`config.mk`:
```
export PLATFORM = sky130hd
export DESIGN_NAME = zc_hyst_detector
export DESIGN_NICKNAME = d
export VERILOG_FILES = /design/src/rtl/zc_pkg.sv /design/src/rtl/zc_band_classify.sv /design/src/rtl/zc_confirm.sv /design/src/rtl/zc_period.sv /design/src/rtl/zc_hyst_detector.sv
export SDC_FILE = /design/constraint.sdc
export NUM_CORES = 1
export LEC_CHECK = 0
export BUFFER_PORTS_ARGS = -buffer_cell sky130_fd_sc_hd__clkbuf_2
export CAP_MARGIN = 20
export CORE_MARGIN = 2
export CORE_UTILIZATION = 58
export DETAILED_ROUTE_END_ITERATION = 16
export PLACE_DENSITY_LB_ADDON = 0.2
export SLEW_MARGIN = 20
export SYNTH_ARGS = -nofsm -noshare
export SYNTH_HDL_FRONTEND = slang
export SYNTH_HIERARCHICAL = 1
export SYNTH_SLANG_ARGS = --single-unit
```
`constraint.sdc`:
```
create_clock -name clk -period 2.9 [get_ports clk]
set_input_delay 0.435 -clock clk [delete_from_list [all_inputs] [get_ports clk]]
set_output_delay 0.435 -clock clk [all_outputs]
set_load 0.03 [all_outputs]
```
`src/rtl/zc_pkg.sv`:
```
package zc_pkg;

    typedef enum logic [1:0] {
        ZONE_MID  = 2'd0,
        ZONE_HIGH = 2'd1,
        ZONE_LOW  = 2'd2
    } zone_e;

endpackage

```
`src/rtl/zc_band_classify.sv`:
```
module zc_band_classify #(
    parameter int DATA_W = 12
) (
    input  logic [DATA_W-1:0] sample,
    input  logic [DATA_W-1:0] band,
    output zc_pkg::zone_e     zone
);
    localparam int EXT_W = DATA_W + 1;

    logic signed [EXT_W-1:0] s_ext;
    logic signed [EXT_W-1:0] hi_lim;
    logic signed [EXT_W-1:0] lo_lim;

    // Extend by one bit so that the negated band magnitude always fits.
    always_comb begin
        s_ext  = $signed({sample[DATA_W-1], sample});
        hi_lim = $signed({1'b0, band});
        lo_lim = -hi_lim;
        if (s_ext > hi_lim) begin
            zone = zc_pkg::ZONE_HIGH;
        end else if (s_ext < lo_lim) begin
            zone = zc_pkg::ZONE_LOW;
        end else begin
            zone = zc_pkg::ZONE_MID;
        end
    end

endmodule

```
`src/rtl/zc_confirm.sv`:
```
module zc_confirm #(
    parameter int CONF_W = 4
) (
    input  logic              clk,
    input  logic              rst_n,
    input  logic              valid,
    input  zc_pkg::zone_e     zone,
    input  logic [CONF_W-1:0] need_len,
    output logic              pol_known,
    output logic              pol,
    output logic              evt,
    output logic              rising
);
    localparam int RUN_W = CONF_W + 1;

    typedef struct packed {
        logic              known;
        logic              pol;
        logic [CONF_W-1:0] run;
        logic              evt;
        logic              rise;
    } conf_st_t;

    conf_st_t st_d, st_q;

    logic [RUN_W-1:0] need;
    logic [RUN_W-1:0] next_run;
    logic             opposite;

    always_comb begin
        st_d     = st_q;
        st_d.evt = 1'b0;
        need     = (need_len == '0) ? RUN_W'(1) : {1'b0, need_len};
        next_run = {1'b0, st_q.run} + RUN_W'(1);
        opposite = st_q.pol ? (zone == zc_pkg::ZONE_LOW) : (zone == zc_pkg::ZONE_HIGH);

        if (valid) begin
            if (!st_q.known) begin
                // First excursion out of the band just sets the polarity.
                if (zone != zc_pkg::ZONE_MID) begin
                    st_d.known = 1'b1;
                    st_d.pol   = (zone == zc_pkg::ZONE_HIGH);
                    st_d.run   = '0;
                end
            end else if (opposite) begin
                if (next_run >= need) begin
                    st_d.pol  = ~st_q.pol;
                    st_d.rise = ~st_q.pol;
                    st_d.evt  = 1'b1;
                    st_d.run  = '0;
                end else begin
                    st_d.run = next_run[CONF_W-1:0];
                end
            end else begin
                st_d.run = '0;
            end
        end
    end

    always_ff @(posedge clk or negedge rst_n) begin
        if (!rst_n) begin
            st_q <= '0;
        end else begin
            st_q <= st_d;
        end
    end

    assign pol_known = st_q.known;
    assign pol       = st_q.pol;
    assign evt       = st_q.evt;
    assign rising    = st_q.rise;

endmodule

```
`src/rtl/zc_period.sv`:
```
module zc_period #(
    parameter int PER_W = 16
) (
    input  logic             clk,
    input  logic             rst_n,
    input  logic             rise_evt,
    output logic [PER_W-1:0] per_cycles,
    output logic             per_valid,
    output logic             per_ovf
);
    localparam logic [PER_W-1:0] CNT_MAX = '1;

    typedef struct packed {
        logic             armed;
        logic [PER_W-1:0] cnt;
        logic [PER_W-1:0] per;
        logic             pvld;
        logic             ovf;
    } per_st_t;

    per_st_t st_d, st_q;

    always_comb begin
        st_d      = st_q;
        st_d.pvld = 1'b0;
        if (rise_evt) begin
            if (st_q.armed) begin
                st_d.per  = st_q.cnt;
                st_d.pvld = 1'b1;
            end
            st_d.armed = 1'b1;
            st_d.cnt   = PER_W'(1);
            st_d.ovf   = 1'b0;
        end else if (st_q.armed && (st_q.cnt != CNT_MAX)) begin
            st_d.cnt = st_q.cnt + 1'b1;
            if (st_d.cnt == CNT_MAX) begin
                st_d.ovf = 1'b1;
            end
        end
    end

    always_ff @(posedge clk or negedge rst_n) begin
        if (!rst_n) begin
            st_q <= '0;
        end else begin
            st_q <= st_d;
        end
    end

    assign per_cycles = st_q.per;
    assign per_valid  = st_q.pvld;
    assign per_ovf    = st_q.ovf;

endmodule

```
`src/rtl/zc_hyst_detector.sv`:
```
module zc_hyst_detector #(
    parameter int DATA_W = 12,
    parameter int CONF_W = 4,
    parameter int PER_W  = 16
) (
    input  logic              clk,
    input  logic              rst_n,
    input  logic              smp_valid,
    input  logic [DATA_W-1:0] smp_data,
    input  logic [DATA_W-1:0] hyst_mag,
    input  logic [CONF_W-1:0] confirm_len,
    output logic              xing_event,
    output logic              xing_rising,
    output logic              polarity_q,
    output logic              polarity_known,
    output logic [PER_W-1:0]  period_cycles,
    output logic              period_valid,
    output logic              period_ovf
);
    zc_pkg::zone_e zone;
    logic          rise_evt;

    zc_band_classify #(.DATA_W(DATA_W)) u_band (
        .sample (smp_data),
        .band   (hyst_mag),
        .zone   (zone)
    );

    zc_confirm #(.CONF_W(CONF_W)) u_conf (
        .clk       (clk),
        .rst_n     (rst_n),
        .valid     (smp_valid),
        .zone      (zone),
        .need_len  (confirm_len),
        .pol_known (polarity_known),
        .pol       (polarity_q),
        .evt       (xing_event),
        .rising    (xing_rising)
    );

    assign rise_evt = xing_event & xing_rising;

    zc_period #(.PER_W(PER_W)) u_per (
        .clk        (clk),
        .rst_n      (rst_n),
        .rise_evt   (rise_evt),
        .per_cycles (period_cycles),
        .per_valid  (period_valid),
        .per_ovf    (period_ovf)
    );

endmodule

```
Yosys cells after proc, flatten, opt, wreduce, memory -nomap -nowiden
Index checks and enable logic that the tools add are counted.

storage, ports and cells
  flip-flop bits (word level) = 43
  input port bits = 31
  output and inout port bits = 22
  word-level logic and storage cells = 57

operators by class
  add/sub/neg operators = 3
  order comparisons = 3
  equality and inequality tests = 6
  muxes and demuxes = 22
  bitwise operators = 2
  reductions and logical operators = 11

operators by type and width
  cell                     count
  $mux W16                 2
  $add A16 B1 Y16 const B  1
  $eq A16 B16 Y1 const B   1
  $ne A16 B16 Y1 const B   1
  $gt A12 B13 Y1           1
  $lt A12 B13 Y1           1
  $neg A12 Y13             1
  $mux W2                  6
  $mux W4                  3
  $mux W1                  9
  $reduce_and A4 Y1        2
  $reduce_bool A2 Y1       4
  $mux W6                  1
  $reduce_and A2 Y1        3
  $add A4 B1 Y5 const B    1
  $ge A5 B5 Y1             1
  $mux W5                  1
  $logic_not A4 Y1         1
  $ne A2 B2 Y1 const B     2
  $eq A2 B1 Y1 const B     1
  $eq A2 B2 Y1 const B     1
  $and A1 B1 Y1            1
  $logic_and A1 B1 Y1      1
  $not A1 Y1               1

Depth between registers and ports, before layout
Gate-level depths: netlist of run 1.

  depth in word-level cells = 9
  mapped depth = 16
  mapped depth without buffers = 16

Hierarchy
Netlist of run 1, hierarchy kept.

by module, submodules not included
  module            instances  cells each  area an instance (µm²)  seq. area each (µm²)
  zc_period         1          183         1905.6                  875.8
  zc_band_classify  1          103         779.5                   0.0
  zc_confirm        1          49          521.8                   200.2
  zc_hyst_detector  1          1           6.3                     0.0

Worst setup path after synthesis of run 1
OpenSTA, ideal clock, no wires.

  path type = input to register
  from = input hyst_mag[3]
  to = register u_conf.st_q (netlist bit u_conf/rising)
  library setup time = 0.125 ns
  arrival = 3.144 ns
  data required time = 2.775 ns
  slack = -0.369 ns
  cell stages on the path = 14
  buffers on the path = 0
  cell sequence = nor4_2 -> nand3_2 -> or4_4 -> xnor2_2 -> ha_1 -> a21o_1 -> nand2_1 -> a31oi_1 -> nor3_1 -> nand3b_1 -> o21ai_1 -> nand3_2 -> nor2b_4 -> mux2_4

between the ends
  longest elaborated chain between the ends = 7
  elaborated cells on any way between the ends = 9
  classes of those cells = add/sub: 1; order compare: 2; eq/ne: 2; mux: 3; reduce/logical: 1

RTL lines
  what                                                 RTL line                source
  start, declared                                      zc_hyst_detector.sv:10  input logic [DATA_W-1:0] hyst_mag,
  $neg A12 Y13                                         zc_band_classify.sv:18  lo_lim = -hi_lim;
  $lt A12 B13 Y1                                       zc_band_classify.sv:21  end else if (s_ext < lo_lim) begin
  $mux W2                                              zc_band_classify.sv:21
  $mux W2 *                                            zc_band_classify.sv:19  if (s_ext > hi_lim) begin
  net zone[1]                                          zc_hyst_detector.sv:20  zc_pkg::zone_e zone;
  $eq A2 B1 Y1 / $eq A2 B2 Y1 (equally long branches)  zc_confirm.sv:35        opposite = st_q.pol ? (zone == zc_pkg::ZONE_LOW) : (zone == zc_pkg::ZONE_HIGH);
  $mux W1 *                                            zc_confirm.sv:35
  $reduce_and A4 Y1 (no line) *                        n/a
  end signal, assigned                                 zc_confirm.sv:64        st_q <= st_d;
  end, declared                                        zc_confirm.sv:24        conf_st_t st_d, st_q;

The timed path passes the listed nets; every way through them passes the cells marked *.
A chain may end at the register's enable or synchronous reset.

Worst setup path in the final report of run 1
  from = input hyst_mag[2]
  to = register u_conf.st_q (netlist bit u_conf/rising)

The elaborated chain is that of the path after synthesis.

==> metrics.txt, run 1 <==
area share of the leading cell type in the synthesized netlist=33.5%; number of ports placed on the die boundary=53; minimum clock period=2980 ps; number of max-cap violations=0; sort of element at the end of the critical path=flip-flop; worst-path fanout max=3; Remaining Overflow, GRT=0; final setup violation count=4; Final Max Tran Viols=0; Total Routing Usage GR=21.2%; final hold violation count=0; failing checks=negative setup slack; Post-DP HPWL=4850 um; maximum number of pins on one net before global-route repair=44; Critical Setup Path Class=in -> reg; number of buffers inserted by port buffering=52; cell count after synthesis=336; Req. time, crit path=3080 ps; floorplan row count=27; worst setup path end=u_conf/rising; antenna-violating nets left=0; via count of the first global-routing pass=2525; biggest area contributors in the synthesized netlist=sky130_fd_sc_hd__dfrtp_1 (33%), sky130_fd_sc_hd__ha_1 (13%), sky130_fd_sc_hd__mux2_2 (7.4%), sky130_fd_sc_hd__buf_4 (4.2%), sky130_fd_sc_hd__inv_1 (3.2%); post-synthesis cell type with the largest combined area=sky130_fd_sc_hd__dfrtp_1; area occupied by multi-input gates=1910 um^2; worst-case reg-to-reg path depth=8; full die area=6150 um^2; total power per unit cell area=370 nW/um^2; Min-Delay Path Class=in -> async; detail-routed net length per standard cell=13.5 um; part of the Yosys area used for sequential elements=33.5%; First DRT Iteration DRCs=111; insertion delay to the later sink of the worst-skew pair=290 ps; result of the run=finished with violations; Nets=456; post-layout worst setup margin=-78.6 ps; Pleak=1.88 nW; launching element type of the critical path=input pin; Async S/R FF share, synth=100%; clock tree sinks=43; vias per std cell=5.66; total core area=5440 um^2; relative max-transition margin=38.0%; Filler Cell Count=434; post-synthesis mux area share=8.84%; Detailed Route WL=6250 um; non-filler cells in the finished layout=464; initial antenna violation count=0; Fmax achieved=336 MHz; sequential standard cell area=1080 um^2; wire length of the first global-routing pass=10600 um; Post-route DRC=0; number of storage elements in the synthesis netlist=43; crit path launch=hyst_mag[2]; endpoint of the worst-slack reg-to-reg timing path=u_conf/rising; compound-gate portion of the synthesized area=13.2%; first drt pass iteration count=4; r2r startpoint=u_conf/st_q[2]; number of warnings reported in the yosys synthesis log=6; area delta synth->final=16.0%; count of placed standard cells including taps=455; simple-gate share of the synthesized area=19.9%; worst clock skew on the final layout=6.18 ps; Horiz. Die Dim=78.4 um; via count=2626; Worst Max-Slew Pin Slew=929 ps; cell area after technology mapping=3210 um^2; number of nets produced by synthesis=400; placer's final routability congestion estimate=0.807; Initial Utilization=59.1%; data arrival time of the critical path=3160 ps; worst vdd ir=0.176 mV; worst-case clock buffer depth=2; share of the clock period used by the worst path=103%; Post-CTS Hold Fix Bufs=0; count of unique library cells instantiated by Yosys=60; Register-to-Register Setup Slack=770 ps; main combinational cell family by area after synthesis=simple AND/OR/NAND/NOR gates; xor/xnor cell area share of the yosys netlist=3.50%; Antenna diodes=0; Finished Core Util=68.5%; number of buffers created by CTS=5; cell types with the highest counts after synthesis=sky130_fd_sc_hd__dfrtp_1 (43), sky130_fd_sc_hd__ha_1 (33), sky130_fd_sc_hd__inv_1 (27); CTS tree=yes; adder-cell area share of the yosys netlist=12.9%; maximum level of the CTS H-tree=2; Chip Height=78.4 um; syn avg cell area=9.56 um^2; library cell with the highest instance count after synthesis=sky130_fd_sc_hd__dfrtp_1; fraction of final layout cells sized beyond drive strength 1=31.6%; predominant post-synthesis flop cell=sky130_fd_sc_hd__dfrtp_1; clk slew on worst S/H paths=80 ps; clock tree root buffer cell=sky130_fd_sc_hd__clkbuf_8; number of enable-type register cells in the synthesized netlist=0; RSZ-0062 raised after global routing=yes
==> critical path, stage by stage <==
cell and delay [ps]:
sky130_fd_sc_hd__buf_8 100, sky130_fd_sc_hd__nor4_4 310, sky130_fd_sc_hd__nand3_2 130, sky130_fd_sc_hd__or4_4 440, sky130_fd_sc_hd__xnor2_2 160, sky130_fd_sc_hd__ha_1 310
sky130_fd_sc_hd__a21o_1 180, sky130_fd_sc_hd__nand2_1 50, sky130_fd_sc_hd__a31oi_1 80, sky130_fd_sc_hd__nor3_2 190, sky130_fd_sc_hd__nand3b_1 120, sky130_fd_sc_hd__o21ai_2 80
sky130_fd_sc_hd__nand3_2 120, sky130_fd_sc_hd__nor2b_4 140, sky130_fd_sc_hd__mux2_4 300
==> placed cells by master, fill, tap and decap left out, types with 2 or more instances in the layout <==
cell,netlist,final
sky130_fd_sc_hd__clkbuf_8,0,5
sky130_fd_sc_hd__mux2_1,2,2
sky130_fd_sc_hd__and3_1,3,3
sky130_fd_sc_hd__mux2_2,21,21
sky130_fd_sc_hd__nand2_1,20,20
sky130_fd_sc_hd__xor2_1,3,3
sky130_fd_sc_hd__nand2b_1,4,3
sky130_fd_sc_hd__dfrtp_1,43,43
sky130_fd_sc_hd__nand4b_1,2,2
sky130_fd_sc_hd__a22o_1,2,2
sky130_fd_sc_hd__xnor2_1,8,8
sky130_fd_sc_hd__a2111oi_2,1,2
sky130_fd_sc_hd__nor3_2,2,3
sky130_fd_sc_hd__nand4_1,8,8
sky130_fd_sc_hd__inv_1,27,27
sky130_fd_sc_hd__and2_1,3,3
sky130_fd_sc_hd__buf_4,18,21
sky130_fd_sc_hd__a211oi_1,7,7
sky130_fd_sc_hd__nand3b_1,3,3
sky130_fd_sc_hd__clkbuf_2,0,49
sky130_fd_sc_hd__nand2b_4,1,2
sky130_fd_sc_hd__nand3_2,2,2
sky130_fd_sc_hd__o21ai_2,1,2
sky130_fd_sc_hd__or4_1,3,3
sky130_fd_sc_hd__o21ai_0,9,9
sky130_fd_sc_hd__nor2_1,23,22
sky130_fd_sc_hd__nor3_1,4,3
sky130_fd_sc_hd__ha_1,33,33
sky130_fd_sc_hd__o31ai_1,5,5
sky130_fd_sc_hd__nor2b_1,12,12
sky130_fd_sc_hd__a31o_2,2,2
sky130_fd_sc_hd__buf_6,0,2
sky130_fd_sc_hd__a21o_1,3,3
sky130_fd_sc_hd__a21oi_1,13,13
sky130_fd_sc_hd__a31oi_1,3,3
sky130_fd_sc_hd__nand3_1,13,13
==> worst min path at each step <==
stage                               from                   end  depth (start not counted)
global route                       rst_n   u_per/per_cycles[6]                          1
global placement    u_per/per_cycles[10]  u_per/per_cycles[10]                          2
CTS                                rst_n   u_per/per_cycles[5]                          1
detailed placement   u_per/per_cycles[7]   u_per/per_cycles[7]                          2
floorplan                          rst_n            u_conf/evt                          0
finish                             rst_n        u_per/st_q[23]                          1
==> cell families after synthesis <==
family                   Yosys count
AND/OR/NAND/NOR                  111
AO/OA/AOI/OAI                     60
buffers and inverters             52
flip-flops                        43
adder cells (fa/ha/maj)           33
multiplexers                      25
XOR/XNOR                          12
==> area by class of cell <==
| cell class | instances | area share (%) |
|---|---|---|
| Tap cell | 72 | 2.42 |
| Timing Repair Buffer | 74 | 12.0 |
| Multi-Input combinational cell | 241 | 51.3 |
| Inverter | 27 | 2.72 |
| Sequential cell | 43 | 28.9 |
| Clock inverter | 1 | 0.806 |
| Clock buffer | 6 | 1.95 |
==> registers in the layout, summed over array words and instances (netlist names) <==
signal / cells
u_conf/pol: 1
u_conf/pol_known: 1
u_conf/evt: 1
u_per/st_q: 17
u_per/per_ovf: 1
u_per/per_cycles: 16
u_conf/st_q: 4
u_per/per_valid: 1
u_conf/rising: 1
==> power breakdown <==
| group | total, mW | switching (mW) | internal [mW] | leakage (nW) |
|---|---|---|---|---|
| Combinational | 0.281 | 0.147 | 0.134 | 1.24 |
| Clock | 0.438 | 0.186 | 0.252 | 0.0513 |
| Sequential | 0.658 | 0.0367 | 0.622 | 0.591 |
| Total | 1.38 | 0.370 | 1.01 | 1.88 |
==> per-layer routing <==
metal  GRT usage, %  vias up  share of wire, %
li1               -     1308                 -
met1           25.2     1259                44
met2           39.7       49                52
met3           2.87       10               2.6
met4           5.96        0               1.4
met5              0        -                 0
==> per-stage QoR <==
| step | instance area [um^2] | setup WS [ps] | total power, mW | hold slack [ps] | TNS (ps) |
|---|---|---|---|---|---|
| after floorplan | 3230 | -186 | 0.831 | 139 | -228 |
| after global placement | 3560 | -323 | 0.929 | 468 | -1390 |
| after detailed placement | 3560 | -417 | 0.940 | 482 | -2160 |
| after CTS | 3680 | -110 | 1.39 | 353 | -325 |
| after global routing | 3730 | -210 | 1.46 | 369 | -652 |
| final | 3730 | -78.6 | 1.38 | 284 | -104 |
==> repair_timing <==
item / in CTS / in global routing
pin swaps: 2 / 5
buffers inserted: 2 / 0
endpoints found under the setup margin: 5 / 6
gates resized for setup: 0 / 14
(Power assumes the default switching activity.)
==> run 2: changes to the inputs <==
--- a/config.mk
+++ b/config.mk
@@ -11,6 +11,7 @@
 export CORE_UTILIZATION = 58
 export DETAILED_ROUTE_END_ITERATION = 16
 export PLACE_DENSITY_LB_ADDON = 0.2
+export SETUP_SLACK_MARGIN = 0.02
 export SLEW_MARGIN = 20
 export SYNTH_ARGS = -nofsm -noshare
 export SYNTH_HDL_FRONTEND = slang
==> metrics.txt, run 2 (synthesized netlist as in run 1, its figures left out) <==
number of buffers inserted by port buffering=52; final setup violation count=0; Worst Max-Slew Pin Slew=923 ps; Filler Cell Count=441; maximum level of the CTS H-tree=2; floorplan row count=27; worst clock skew on the final layout=6.09 ps; clock tree root buffer cell=sky130_fd_sc_hd__clkbuf_8; maximum number of pins on one net before global-route repair=44; Antenna diodes=0; data arrival time of the critical path=3080 ps; First DRT Iteration DRCs=224; wire length of the first global-routing pass=11000 um; sort of element at the end of the critical path=flip-flop; worst-case clock buffer depth=2; Horiz. Die Dim=78.4 um; pre-CTS setup slack=-345 ps; number of max-cap violations=0; antenna-violating nets left=0; via count of the first global-routing pass=2473; Remaining Overflow, GRT=0; fraction of final layout cells sized beyond drive strength 1=31.6%; register with the highest flop count=u_per/st_q; Final Max Tran Viols=0; full die area=6150 um^2; clock tree sinks=43; total power per unit cell area=351 nW/um^2; max FFs per register=17; worst-path fanout max=3; clk slew on worst S/H paths=80 ps; Post-route DRC=0; Min-Delay Path Class=in -> async; initial antenna violation count=0; total core area=5440 um^2; worst-case reg-to-reg path depth=8; insertion delay to the later sink of the worst-skew pair=290 ps; Post-DP HPWL=4800 um; most common library cell in the layout ignoring fill and taps=sky130_fd_sc_hd__clkbuf_2; Post-CTS Hold Fix Bufs=0; Req. time, crit path=3090 ps; Total Routing Usage GR=22.4%; top library cells by usage in the layout, fill and taps aside=sky130_fd_sc_hd__clkbuf_2 (49), sky130_fd_sc_hd__dfrtp_1 (43), sky130_fd_sc_hd__ha_1 (32); RSZ-0062 raised after global routing=yes; number of buffers created by CTS=5; final total power=1.30 mW; Pleak=1.87 nW; Detailed Route WL=6170 um; placer's final routability congestion estimate=0.824; final hold violation count=0; relative max-transition margin=38.5%; via count=2597; first drt pass iteration count=4; Chip Height=78.4 um; vias per std cell=5.56; CTS tree=yes; minimum clock period=2900 ps; post-layout worst setup margin=2.83 ps; detail-routed net length per standard cell=13.2 um; Initial Utilization=59.1%; launching element type of the critical path=input pin; area delta synth->final=15.1%; result of the run=complete, no violations; share of the clock period used by the worst path=99.9%; worst vdd ir=0.232 mV; Critical Setup Path Class=in -> reg; Fmax achieved=345 MHz; Nets=458; number of ports placed on the die boundary=53
run 2: metal layers:
metal  wire length [um]  vias up  GRT usage (%)  share of wire [%]
li1                   -     1310              -                  -
met1               2770     1220           29.3                 45
met2               3060       59           37.3                 50
met3                229        8           3.33                3.7
met4                110        0           8.77                1.8
met5                  0        -              0                  0
run 2: what timing repair did:
action / CTS / global route
resized for setup: 0 / 7
setup endpoints to repair: 1 / 5
pin swaps: 0 / 1
setup buffers: 0 / 1
hold endpoints to repair: 0 / 0
run 2: per-stage QoR:
stage	TNS [ps]	instance area [um^2]	hold WS, ps	cells	util [%]
floorplan	-228	3230	139	336	-
global placement	-1130	3590	467	458	65.9
detailed placement	-1530	3590	475	458	65.9
CTS	-30.2	3670	342	466	67.5
global route	-464	3700	341	467	68.0
finish	0	3700	275	467	68.0
run 2: worst max-delay path: stages:
cell and delay (ps):
sky130_fd_sc_hd__buf_6 100, sky130_fd_sc_hd__nor4_4 290, sky130_fd_sc_hd__nand3_2 130, sky130_fd_sc_hd__or4_4 440
sky130_fd_sc_hd__xnor2_2 150, sky130_fd_sc_hd__ha_1 290, sky130_fd_sc_hd__a21o_1 180, sky130_fd_sc_hd__nand2_1 60
sky130_fd_sc_hd__a31oi_1 80, sky130_fd_sc_hd__nor3_2 180, sky130_fd_sc_hd__nand3b_1 100, sky130_fd_sc_hd__o21ai_1 100
sky130_fd_sc_hd__nand3_2 120, sky130_fd_sc_hd__nor2b_4 150, sky130_fd_sc_hd__mux2_4 300
run 2: report_power, final:
group          internal [mW]  switching [mW]  leakage (nW)
combinational          0.129           0.144          1.24
clock                  0.168           0.200        0.0412
sequential             0.622          0.0356         0.591
run 2: cell type report:
| cell class | instances | area [um^2] | area share [%] |
|---|---|---|---|
| Clock buffer | 6 | 72.6 | 1.96 |
| Clock inverter | 2 | 12.5 | 0.338 |
| Inverter | 27 | 101 | 2.74 |
| Multi-Input combinational cell | 241 | 1890 | 51.2 |
| Sequential cell | 43 | 1080 | 29.1 |
| Tap cell | 72 | 90.1 | 2.44 |
| Timing Repair Buffer | 76 | 453 | 12.2 |
run 2: worst paths after layout:
| check | slack (ps) | end | startpoint |
|---|---|---|---|
| setup / recovery | 3 | u_conf/rising | hyst_mag[3] |
| hold / removal | 270 | u_per/st_q[21] | rst_n |
| setup reg to reg | 770 | u_conf/rising | u_conf/st_q[2] |
| hold reg to reg | 490 | u_per/per_cycles[7] | u_per/per_cycles[7] |
| max in group asynchronous | 2060 | u_per/st_q[19] | rst_n |
| min in group clk | 490 | u_per/per_cycles[7] | u_per/per_cycles[7] |
==> run 3: changes to the inputs <==
--- a/config.mk
+++ b/config.mk
@@ -8,7 +8,7 @@
 export BUFFER_PORTS_ARGS = -buffer_cell sky130_fd_sc_hd__clkbuf_2
 export CAP_MARGIN = 20
 export CORE_MARGIN = 2
-export CORE_UTILIZATION = 58
+export CORE_UTILIZATION = 59
 export DETAILED_ROUTE_END_ITERATION = 16
 export PLACE_DENSITY_LB_ADDON = 0.2
 export SETUP_SLACK_MARGIN = 0.02
==> metrics.txt, run 3 (synthesized netlist as in run 1, its figures left out) <==
result of the run=finished with violations; failing checks=negative setup slack; insertion delay to the later sink of the worst-skew pair=290 ps; Finished Core Util=71.5%; RSZ-0062 raised after global routing=yes; placer's final routability congestion estimate=0.852; CTS tree=yes; Placed Area=3560 um^2; number of buffers created by CTS=5; Remaining Overflow, GRT=0; Total Routing Usage GR=23.2%; clk slew on worst S/H paths=80 ps; Fmax achieved=335 MHz; full die area=6050 um^2; Min-Delay Path Class=in -> async; Final Max Tran Viols=0; Chip Height=77.8 um; floorplan row count=26; Register-to-Register Setup Slack=700 ps; number of buffers inserted by port buffering=52; Initial Utilization=62.1%; most common library cell in the layout ignoring fill and taps=sky130_fd_sc_hd__clkbuf_2; Post-route DRC=0; share of the clock period used by the worst path=103%; register with the highest flop count=u_per/st_q; vias per std cell=5.75; Antenna diodes=0; Nets=455; wire length of the first global-routing pass=11600 um; Filler Cell Count=410; final setup violation count=2; total power per unit cell area=354 nW/um^2; worst-path fanout max=3; max FFs per register=17; fraction of final layout cells sized beyond drive strength 1=31.9%; via count=2655; endpoint of the worst-slack reg-to-reg timing path=u_conf/rising; area of all placed cells without fillers=3700 um^2; worst vdd ir=0.201 mV; Critical Setup Path Class=in -> reg; relative max-transition margin=37.5%; crit path launch=hyst_mag[3]; number of ports placed on the die boundary=53; r2r startpoint=u_conf/st_q[2]; first drt pass iteration count=5; antenna-violating nets left=0; number of max-cap violations=0; minimum clock period=2980 ps; initial antenna violation count=0; via count of the first global-routing pass=2679; final hold violation count=0; Req. time, crit path=3080 ps; maximum level of the CTS H-tree=2; detail-routed net length per standard cell=14.1 um; worst-case clock buffer depth=2; area delta synth->final=15.1%; Pleak=1.87 nW; sort of element at the end of the critical path=flip-flop; top library cells by usage in the layout, fill and taps aside=sky130_fd_sc_hd__clkbuf_2 (49), sky130_fd_sc_hd__dfrtp_1 (43), sky130_fd_sc_hd__ha_1 (33); clock tree sinks=43; First DRT Iteration DRCs=163; worst-case reg-to-reg path depth=8; post-layout worst setup margin=-84.0 ps; Post-DP HPWL=5000 um; Worst Max-Slew Pin Slew=937 ps; launching element type of the critical path=input pin; maximum number of pins on one net before global-route repair=44; Horiz. Die Dim=77.8 um; data arrival time of the critical path=3160 ps; final total power=1.31 mW; Detailed Route WL=6510 um; clock tree root buffer cell=sky130_fd_sc_hd__clkbuf_8; worst clock skew on the final layout=5.32 ps; total core area=5170 um^2; Post-CTS Hold Fix Bufs=0
[run 3: routing by layer]
metal,GRT usage (%),wire (um)
met5,0,0
met4,6.61,103
met3,2.91,286
met2,42.2,3360
met1,28.5,2750
[run 3: metrics by stage]
step           std cells  setup slack (ps)  hold slack [ps]  TNS [ps]
5_1_grt              462              -224              366      -726
4_1_cts              461             -77.5              357      -144
3_3_place_gp         453              -276              466     -1130
3_5_place_dp         453              -391              475     -1820
2_1_floorplan        336              -186              139      -228
6_report             462             -84.0              286     -87.3
[run 3: worst max-delay path, stage by stage]
cell and delay (ps):
sky130_fd_sc_hd__buf_6 100, sky130_fd_sc_hd__nor4_4 300, sky130_fd_sc_hd__nand3_2 130, sky130_fd_sc_hd__or4_4 440, sky130_fd_sc_hd__xnor2_2 140, sky130_fd_sc_hd__ha_1 290
sky130_fd_sc_hd__a21o_1 190, sky130_fd_sc_hd__nand2_1 60, sky130_fd_sc_hd__a31oi_1 80, sky130_fd_sc_hd__nor3_2 190, sky130_fd_sc_hd__nand3b_1 130, sky130_fd_sc_hd__o21ai_2 80
sky130_fd_sc_hd__nand3_2 130, sky130_fd_sc_hd__nor2b_4 150, sky130_fd_sc_hd__mux2_4 300
[run 3: area by class of cell]
class	count	area, um^2	area share [%]
Timing Repair Buffer	73	434	11.7
Clock inverter	2	12.5	0.338
Tap cell	70	87.6	2.37
Inverter	27	101	2.74
Sequential cell	43	1080	29.1
Clock buffer	6	72.6	1.96
Multi-Input combinational cell	241	1920	51.8
[run 3: power by group]
group          total, mW  internal [mW]  switching (mW)
registers          0.660          0.621          0.0385
logic              0.284          0.133           0.151
clock network      0.366          0.168           0.197
total               1.31          0.923           0.387
[run 3: how the worst max path moves through the flow]
stage | cells past startpoint | slack (ps) | endpoint
2_1_floorplan | 14 | -190 | u_conf/rising
3_3_place_gp | 15 | -280 | u_conf/rising
3_5_place_dp | 16 | -390 | u_conf/rising
4_1_cts | 15 | -80 | u_conf/rising
5_1_grt | 15 | -220 | u_conf/rising
6_report | 15 | -80 | u_conf/rising
[run 3: repair_timing]
item                                    4_1_cts  5_1_grt
pin swaps                                     0        5
resized for setup                             1       12
endpoints found under the setup margin        4        5
buffers inserted                              0        1
